`src/rtl/quad_sample_serializer.sv`:
```
module quad_sample_serializer #(
  parameter int NUM_CH   = 4,
  parameter int SAMPLE_W = 12,
  parameter int PAD_W    = 4
) (
  input  logic                       clk,
  input  logic                       rst_n,
  input  logic                       sample_valid,
  input  logic [NUM_CH*SAMPLE_W-1:0] sample_data,
  input  logic                       one_lane,
  input  logic                       rand_en,
  input  logic                       out_dis,
  output logic [NUM_CH-1:0]          lane_a,
  output logic [NUM_CH-1:0]          lane_b,
  output logic                       frame,
  output logic                       dclk
);
  localparam int WORD_W = SAMPLE_W + PAD_W;
  localparam int BEATS2 = WORD_W / 2;
  localparam int BEATS1 = SAMPLE_W;
  localparam int MAXB   = (BEATS1 > BEATS2) ? BEATS1 : BEATS2;
  localparam int CNT_W  = $clog2(MAXB);
  localparam logic [CNT_W-1:0] LAST1 = CNT_W'(BEATS1 - 1);
  localparam logic [CNT_W-1:0] LAST2 = CNT_W'(BEATS2 - 1);
  localparam logic [CNT_W-1:0] HALF1 = CNT_W'(BEATS1 / 2);
  localparam logic [CNT_W-1:0] HALF2 = CNT_W'(BEATS2 / 2);

  logic [CNT_W-1:0]  cnt;
  logic              active;
  logic              mode_q;
  logic [NUM_CH-1:0] raw_a, raw_b;
  logic              last_beat;

  assign last_beat = (cnt == (mode_q ? LAST1 : LAST2));

  always_ff @(posedge clk) begin
    if (!rst_n) begin
      cnt    <= '0;
      active <= 1'b0;
      mode_q <= 1'b0;
    end else if (sample_valid) begin
      cnt    <= '0;
      active <= 1'b1;
      mode_q <= one_lane;
    end else if (active) begin
      if (last_beat) active <= 1'b0;
      else           cnt    <= cnt + 1'b1;
    end
  end

  for (genvar i = 0; i < NUM_CH; i++) begin : g_ch
    logic [SAMPLE_W-1:0] d, s;
    logic [WORD_W-1:0]   sh;
    assign d = sample_data[i*SAMPLE_W +: SAMPLE_W];
    assign s = rand_en ? (d ^ {{(SAMPLE_W-1){d[0]}}, 1'b0}) : d;
    always_ff @(posedge clk) begin
      if (!rst_n)            sh <= '0;
      else if (sample_valid) sh <= {s, {PAD_W{1'b0}}};
      else if (active)       sh <= mode_q ? (sh << 1) : (sh << 2);
    end
    assign raw_a[i] = active & sh[WORD_W-1];
    assign raw_b[i] = active & ~mode_q & sh[WORD_W-2];
  end

  assign lane_a = out_dis ? '0 : raw_a;
  assign lane_b = out_dis ? '0 : raw_b;
  assign frame  = ~out_dis & active & (cnt < (mode_q ? HALF1 : HALF2));
  assign dclk   = ~out_dis & active & cnt[0];
endmodule


```
`config.mk`:
```
export PLATFORM = sky130hd
export DESIGN_NAME = quad_sample_serializer
export DESIGN_NICKNAME = d
export VERILOG_FILES = /design/src/rtl/quad_sample_serializer.sv
export SDC_FILE = /design/constraint.sdc
export NUM_CORES = 1
export LEC_CHECK = 0
export ABC_AREA = 1
export BUFFER_PORTS_ARGS = -buffer_cell sky130_fd_sc_hd__buf_2
export CAP_MARGIN = 15
export CELL_PAD_IN_SITES_DETAIL_PLACEMENT = 0
export CELL_PAD_IN_SITES_GLOBAL_PLACEMENT = 1
export CORE_MARGIN = 10
export CORE_UTILIZATION = 42
export CTS_CLUSTER_SIZE = 30
export DETAILED_ROUTE_END_ITERATION = 8
export PLACE_DENSITY_LB_ADDON = 0.1
export SKIP_LAST_GASP = 1
export SYNTH_ARGS = -nofsm -noshare
export SYNTH_HDL_FRONTEND = slang
export SYNTH_SLANG_ARGS = --single-unit
export TNS_END_PERCENT = 100
```
`constraint.sdc`:
```
create_clock -name clk -period 2.4 [get_ports clk]
set_input_delay 0.24 -clock clk [delete_from_list [all_inputs] [get_ports clk]]
set_output_delay 0.24 -clock clk [all_outputs]
set_load 0.02 [all_outputs]
```
=== After elaboration in Yosys (flattened, before gate mapping) ===
Cells that the tools add are included.

* Register bits after elaboration: 70
* Bits of input ports: 54

* Add/subtract/negate cells: 1
* Bitwise operators: 20
* Eq/ne operators: 1
* Multiplexer cells: 23
* Reductions and logical operators: 3
* Order comparisons: 1

{| class="wikitable"
|+ Operators with widths
! cell !! number
|-
| $mux 16 || 12
|-
| $mux 12 || 4
|-
| $xor 12x12->12 || 4
|-
| $and 1x1->1 || 12
|-
| $mux 4 || 3
|-
| $add 4x1->4 const B || 1
|-
| $eq 4x4->1 || 1
|-
| $lt 4x3->1 || 1
|-
| $not 1->1 || 4
|-
| $mux 1 || 3
|-
| $mux 2 || 1
|-
| $reduce_and 2->1 || 1
|-
| $reduce_bool 2->1 || 1
|-
| $reduce_or 2->1 || 1
|}

=== Logic depth before layout (Yosys ltp) ===
Gate-level depths: netlist of run 1.

* Depth after elaboration: 5
* Gate-level depth with buffers: 9

=== Least setup slack after synthesis of run 1 ===
OpenSTA, ideal clock, no wires.

* Path type: reg-to-output
* Start: register active
* End: output frame
* Slack: 0.939 ns
* Stages on the path, launching flop included: 5
* Arrival: 1.221 ns
* Cells stage by stage: dfxtp_1 inv_1 nor2_1 inv_1 a211oi_1

* Cells in the longest elaborated chain, start to end: 2

{| class="wikitable"
|+ RTL lines
! element !! RTL line !! source
|-
| start: declaration || 29 || <nowiki>logic active;</nowiki>
|-
| start signal: assignment || 39 || <nowiki>active <= 1'b0;</nowiki>
|-
| start signal: assignment || 43 || <nowiki>active <= 1'b1;</nowiki>
|-
| start signal: assignment || 46 || <nowiki>if (last_beat) active <= 1'b0;</nowiki>
|-
| $and 1x1->1 (2 in a row) || 67 || <nowiki>assign frame = ~out_dis & active & (cnt < (mode_q ? HALF1 : HALF2));</nowiki>
|-
| end: declaration || 15 || <nowiki>output logic frame,</nowiki>
|}

Every way passes these cells.

=== Worst setup path in the final report of run 1 ===
Same ends and word-level chain as after synthesis.

==> flow_summary.yaml, run 1 <==
run_status:
  status: "finished clean"
sta:
  drv_slew: 0
  setup_tns_ns: 0
  hold_viol_final: 0
  max_freq_ghz: 0.509
  layout_min_cycle_time_ns: 1.96
  finalSetupViolations: 0
  slew_headroom_pct: 59.2
  fin_crit_sh_pct: 81.8
  rsz0062_at_grt: "false"
  fin_skew_ns: 0.00886
  worst_pin_slew_ns: 0.612
  hold_slack_ns: 0.168
yosys:
  syn_inst: 565
  syn_avg_cell_area_um2: 6.19
  syn_area_um2: 3500
  yosysSeqAreaShare_pct: 30.9
  ys_types: 20
  ys_ff_latch: 54
  syn_nets: 620
  ys_warn_count: 0
worst_hold_path:
  min_to: "mode_q$_SDFFE_PN0P_"
  hold_start: "one_lane"
  holdPathStages: 3
  hp-class: "input port to flop"
clocking:
  clk_pin_slew_ns: 0.10
  post_cts_buffers: 0
  root_buffer: "clkbuf_8"
  hold_buffers: 0
  cts_resized: 0
  cts_inserted_buffers: 5
  cts_max_level: 2
  clock_tree.buffer_depth: 2
  cts_tree: "done"
  clock_sinks: 54
  clock_latency_ns: 0.31
routing:
  vias: 3554
  drt_iter0_drc: 185
  wl_um: 9160
  dr.pass1.iters: 4
  antenna_left: 0
  drc_errors: 0
  wire_per_inst_um: 12.9
  viasPerCell: 5.02
global_route:
  grt_max_degree: 54
  antenna_found_initial: 0
  grt_usage_pct: 14.2
  grt_overflow: 0
  grt_pass1_wl_um: 15500
  grt_pass1_vias: 3357
die:
  dieArea_um2: 12400
  rows: 33
  start_util_pct: 42.8
  die_h_um: 111
  core_region_area_um2: 8180
  die_width_um: 111
  ioPinCount: 64
pwr:
  leakage_nw: 1.74
  peakVddDrop_mv: 0.226
  powerDensity_nw_per_um2: 533
placement:
  gp_congestion: 0.782
  placed_cell_area_um2: 3770
  hpwl_um: 6300
  port_buffers: 63
setup_path:
  rr_worst_depth: 6
  critical_path_depth: 5
  cp-start-kind: "flop"
  reg2reg_to: "g_ch[0].sh[13]$_SDFFE_PN0P_"
  required_ns: 2.16
  cp_slowest_cell: "dfxtp_1"
  slowest_delay_ns: 0.66
  reg2reg_from: "active$_SDFF_PN0_"
  critical-path-top-delay-family: "flip-flops"
  arrival_ns: 1.72
  crit_top_cell: "inv_1"
  ff2ff_setup_slack_ns: 0.86
  endpoint_kind: "output pin"
  crit_type: "flop to output pin"
  crit_buf_inv: 3
  cp_cell_sequence: "inv_1 > nor2_1 > inv_1 > a211oi_1 > buf_2"
  crit_path_max_fanout: 12
final_layout:
  nets: 657
  ff_latch_area_um2: 1080
  drive_gt1_share_pct: 17.6
  multiInputGateArea_um2: 1970
  final_common_cell: "nor2_1"
  fillers: 889
  layout_common_cells: "nor2_1, o21ai_0, buf_2"
  syn_to_final_growth_pct: 10.6
  final_area_um2: 3870
  n_antenna_cell: 0
job:
  cap_violations: 0
cells in the mapped netlist:
cell type / instances / area (µm²)
nor2_1: 137 / 514
o21ai_0: 124 / 621
a21oi_1: 57 / 285
dfxtp_1: 54 / 1080
inv_1: 53 / 199
nand2_1: 38 / 143
o21ai_1: 20 / 100
o21ai_2: 20 / 175
clkbuf_1: 17 / 63.8
buf_2: 16 / 80.1
nand3_1: 9 / 45.0
buf_6: 6 / 67.6
or2_2: 5 / 31.3
buf_8: 2 / 30.0
inv_2: 2 / 7.51
a211oi_1: 1 / 7.51
ha_1: 1 / 12.5
nand3b_1: 1 / 7.51
nand4_1: 1 / 6.26
nor2_8: 1 / 20.0
registers in the layout, summed over array words and instances (netlist names):
name	flops
g_ch.sh	48
cnt	4
active	1
mode_q	1
worst max-delay path by stage:
stage / startpoint / slack (ns) / end
4_1_cts: active$_SDFF_PN0_ / 0.41 / frame
3_5_place_dp: active$_SDFF_PN0_ / 0.78 / frame
6_report: active$_SDFF_PN0_ / 0.44 / frame
5_1_grt: active$_SDFF_PN0_ / 0.17 / frame
3_3_place_gp: active$_SDFF_PN0_ / 0.82 / frame
2_1_floorplan: active$_SDFF_PN0_ / 0.94 / frame
tightest hold or removal path, cell delays in order:
cell	delay [ns]
buf_2	0.09
a21oi_1	0.05
nor2_1	0.07
logic make-up after synthesis:
kind of cell / after synthesis / share of synthesized area [%]
compound gates: 222 / 34.0
fa+ha+maj: 1 / 0.358
buf+inv: 96 / 12.8
flops: 54 / 30.9
simple gates: 192 / 21.9
area by class of cell:
class,instances,share of cell area [%]
Timing Repair Buffer,71,10.0
Tap cell,105,3.40
Inverter,55,5.34
Sequential cell,54,28.0
Clock inverter,1,0.129
Clock buffer,7,2.23
Multi-Input combinational cell,415,50.9
per-stage QoR:
step / cells / total power [mW] / setup slack, ns / util, %
global route: 708 / 2.20 / 0.171 / 47.3
global placement: 700 / 1.53 / 0.822 / 46.2
CTS: 708 / 2.08 / 0.414 / 47.3
finish: 708 / 2.06 / 0.437 / 47.3
detailed placement: 700 / 1.53 / 0.782 / 46.2
floorplan: 565 / 1.42 / 0.939 / -
routing by layer:
layer  vias to the layer above  track usage [%]  part of all wire [%]
met3                         5             2.92                   3.3
met4                         0             2.40                  0.50
met2                        62             24.2                    46
li1                       1919                -                     -
met5                         -                0                     0
met1                      1568             18.2                    50
where the power goes:
group | switching [mW] | internal (mW)
clock | 0.316 | 0.234
sequential | 0.0548 | 0.972
combinational | 0.295 | 0.188
total | 0.666 | 1.39
Note: power is estimated with default switching activity, not from simulation.
==> run 2, diff against run 1 <==
CORE_UTILIZATION = 39   (was 42)
clock period = 2 ns   (was 2.4 ns; I/O delays follow)
==> run 2 against run 1 <==
Compared with the run above: global-route usage shrank 0.17 points; largest power group unchanged; largest cell class unchanged; final cell count grew 0.99%; via count shrank 0.48%; sequential power grew 19%; sequential cell count is the same; final area grew 1.4%; core utilization shrank 2.4 points.
==> flow_summary.yaml, run 2 (synthesis gave the netlist of run 1 again) <==
run_status:
  status: "finished clean"
global_route:
  grt_pass1_wl_um: 15600
  grt_usage_pct: 14.1
  grt_overflow: 0
  grt_pass1_vias: 3268
  grt_max_degree: 45
  antenna_found_initial: 0
sta:
  setup_tns_ns: 0
  hold_viol_final: 0
  slew_headroom_pct: 60.9
  layout_min_cycle_time_ns: 1.76
  finalSetupViolations: 0
  drv_slew: 0
  hold_slack_ns: 0.131
  fin_skew_ns: 0.00337
  worst_pin_slew_ns: 0.586
  max_freq_ghz: 0.568
  fin_crit_sh_pct: 88.1
  rsz0062_at_grt: "false"
setup_path:
  slowest_delay_ns: 0.48
  critical-path-top-delay-family: "flip-flops"
  cp_cell_sequence: "inv_1 > nor2_1 > inv_1 > a211oi_1 > buf_2"
  cp-start-kind: "flop"
  crit_type: "flop to output pin"
  ff2ff_setup_slack_ns: 0.51
  crit_buf_inv: 3
  endpoint_kind: "output pin"
  crit_path_max_fanout: 8
  cp_slowest_cell: "dfxtp_1"
  reg2reg_to: "cnt[0]$_SDFFE_PP0P_"
  crit_top_cell: "inv_1"
  rr_worst_depth: 8
  required_ns: 1.80
  arrival_ns: 1.56
  reg2reg_from: "mode_q$_SDFFE_PN0P_"
die:
  die_h_um: 115
  ioPinCount: 64
  dieArea_um2: 13200
  die_width_um: 115
  core_region_area_um2: 8720
  start_util_pct: 40.1
  rows: 34
placement:
  hpwl_um: 6600
  port_buffers: 63
  gp_congestion: 0.847
final_layout:
  n_antenna_cell: 0
  largest_reg_flops: 48
  layout_common_cells: "nor2_1, o21ai_0, buf_2"
  nets: 663
  drive_gt1_share_pct: 18.3
  syn_to_final_growth_pct: 12.1
  regMostFlops: "g_ch.sh"
  largest_registers: "g_ch.sh (48), cnt (4)"
  final_common_cell: "nor2_1"
pwr:
  p_comb_share_pct: 24.2
  seq_power_share_pct: 50.2
  switching_share_pct: 31.7
  peakVddDrop_mv: 0.294
  p_sw_mw: 0.778
  clock_power_share_pct: 25.5
  leakage_nw: 1.77
  powerDensity_nw_per_um2: 625
  p_int_mw: 1.67
clocking:
  clock_tree.buffer_depth: 2
  cts_tree: "done"
  cts_max_level: 2
  clock_sinks: 54
  root_buffer: "clkbuf_8"
  cts_inserted_buffers: 5
  hold_buffers: 0
  clock_latency_ns: 0.31
  cts_resized: 0
  clk_pin_slew_ns: 0.09
  post_cts_buffers: 0
routing:
  antenna_left: 0
  drc_errors: 0
  dr.pass1.iters: 5
  viasPerCell: 4.95
  drt_iter0_drc: 165
  vias: 3537
  wire_per_inst_um: 12.8
  wl_um: 9140
job:
  cap_violations: 0
worst_hold_path:
  min_to: "mode_q$_SDFFE_PN0P_"
  hp-class: "input port to flop"
  hold_start: "one_lane"
  holdPathStages: 3
run 2: worst max-delay path by stage:
stage / slack, ns / to / cells past startpoint / start
floorplan: 0.58 / frame / 4 / active$_SDFF_PN0_
global placement: 0.52 / g_ch[2].sh[8]$_SDFFE_PN0P_ / 7 / active$_SDFF_PN0_
detailed placement: 0.52 / g_ch[2].sh[15]$_SDFFE_PN0P_ / 7 / sample_valid
CTS: 0.21 / frame / 5 / active$_SDFF_PN0_
global route: 0.08 / frame / 5 / active$_SDFF_PN0_
finish: 0.24 / frame / 5 / active$_SDFF_PN0_
run 2: power groups by stage:
stage / clock network, mW / logic, mW / registers [mW]
2_1_floorplan: 0 / 0.463 / 1.24
3_3_place_gp: 0 / 0.595 / 1.25
3_5_place_dp: 0 / 0.600 / 1.25
4_1_cts: 0.651 / 0.602 / 1.23
5_1_grt: 0.701 / 0.694 / 1.25
6_report: 0.626 / 0.594 / 1.23
run 2: per-stage QoR:
step                      worst slack, ns  instances  util, %  power [mW]  area (µm²)
final                               0.238        715     44.9        2.45        3920
after global routing               0.0783        715     44.9        2.64        3920
after CTS                           0.209        715     44.9        2.48        3920
after detailed placement            0.521        709     44.0        1.85        3840
after global placement              0.519        709     44.0        1.85        3840
after floorplan                     0.579        565        -        1.70        3500
run 2: worst register-to-register path, stage by stage, from the launching register on:
cell	delay, ns
dfxtp_1	0.35
buf_4	0.40
nand2_1	0.11
nand2_1	0.09
nand3_1	0.16
nand2_1	0.14
nand2_1	0.06
nand2_1	0.05
nor2_1	0.04
run 2: metal layers:
| metal | global-route usage [%] | wire (µm) | vias to the layer above |
|---|---|---|---|
| met3 | 3.09 | 470 | 8 |
| met4 | 3.47 | 78 | 0 |
| met1 | 18.8 | 4480 | 1539 |
| li1 | - | - | 1929 |
| met5 | 0 | 0 | - |
| met2 | 22.4 | 4120 | 61 |
run 2: area by class of cell:
type / instances / area (µm²)
multi-input combinational: 415 / 1970
inverter: 55 / 206
timing repair buffer: 77 / 445
fill: 986 / 4800
clock buffer: 6 / 82.6
sequential: 54 / 1080
tap: 108 / 135
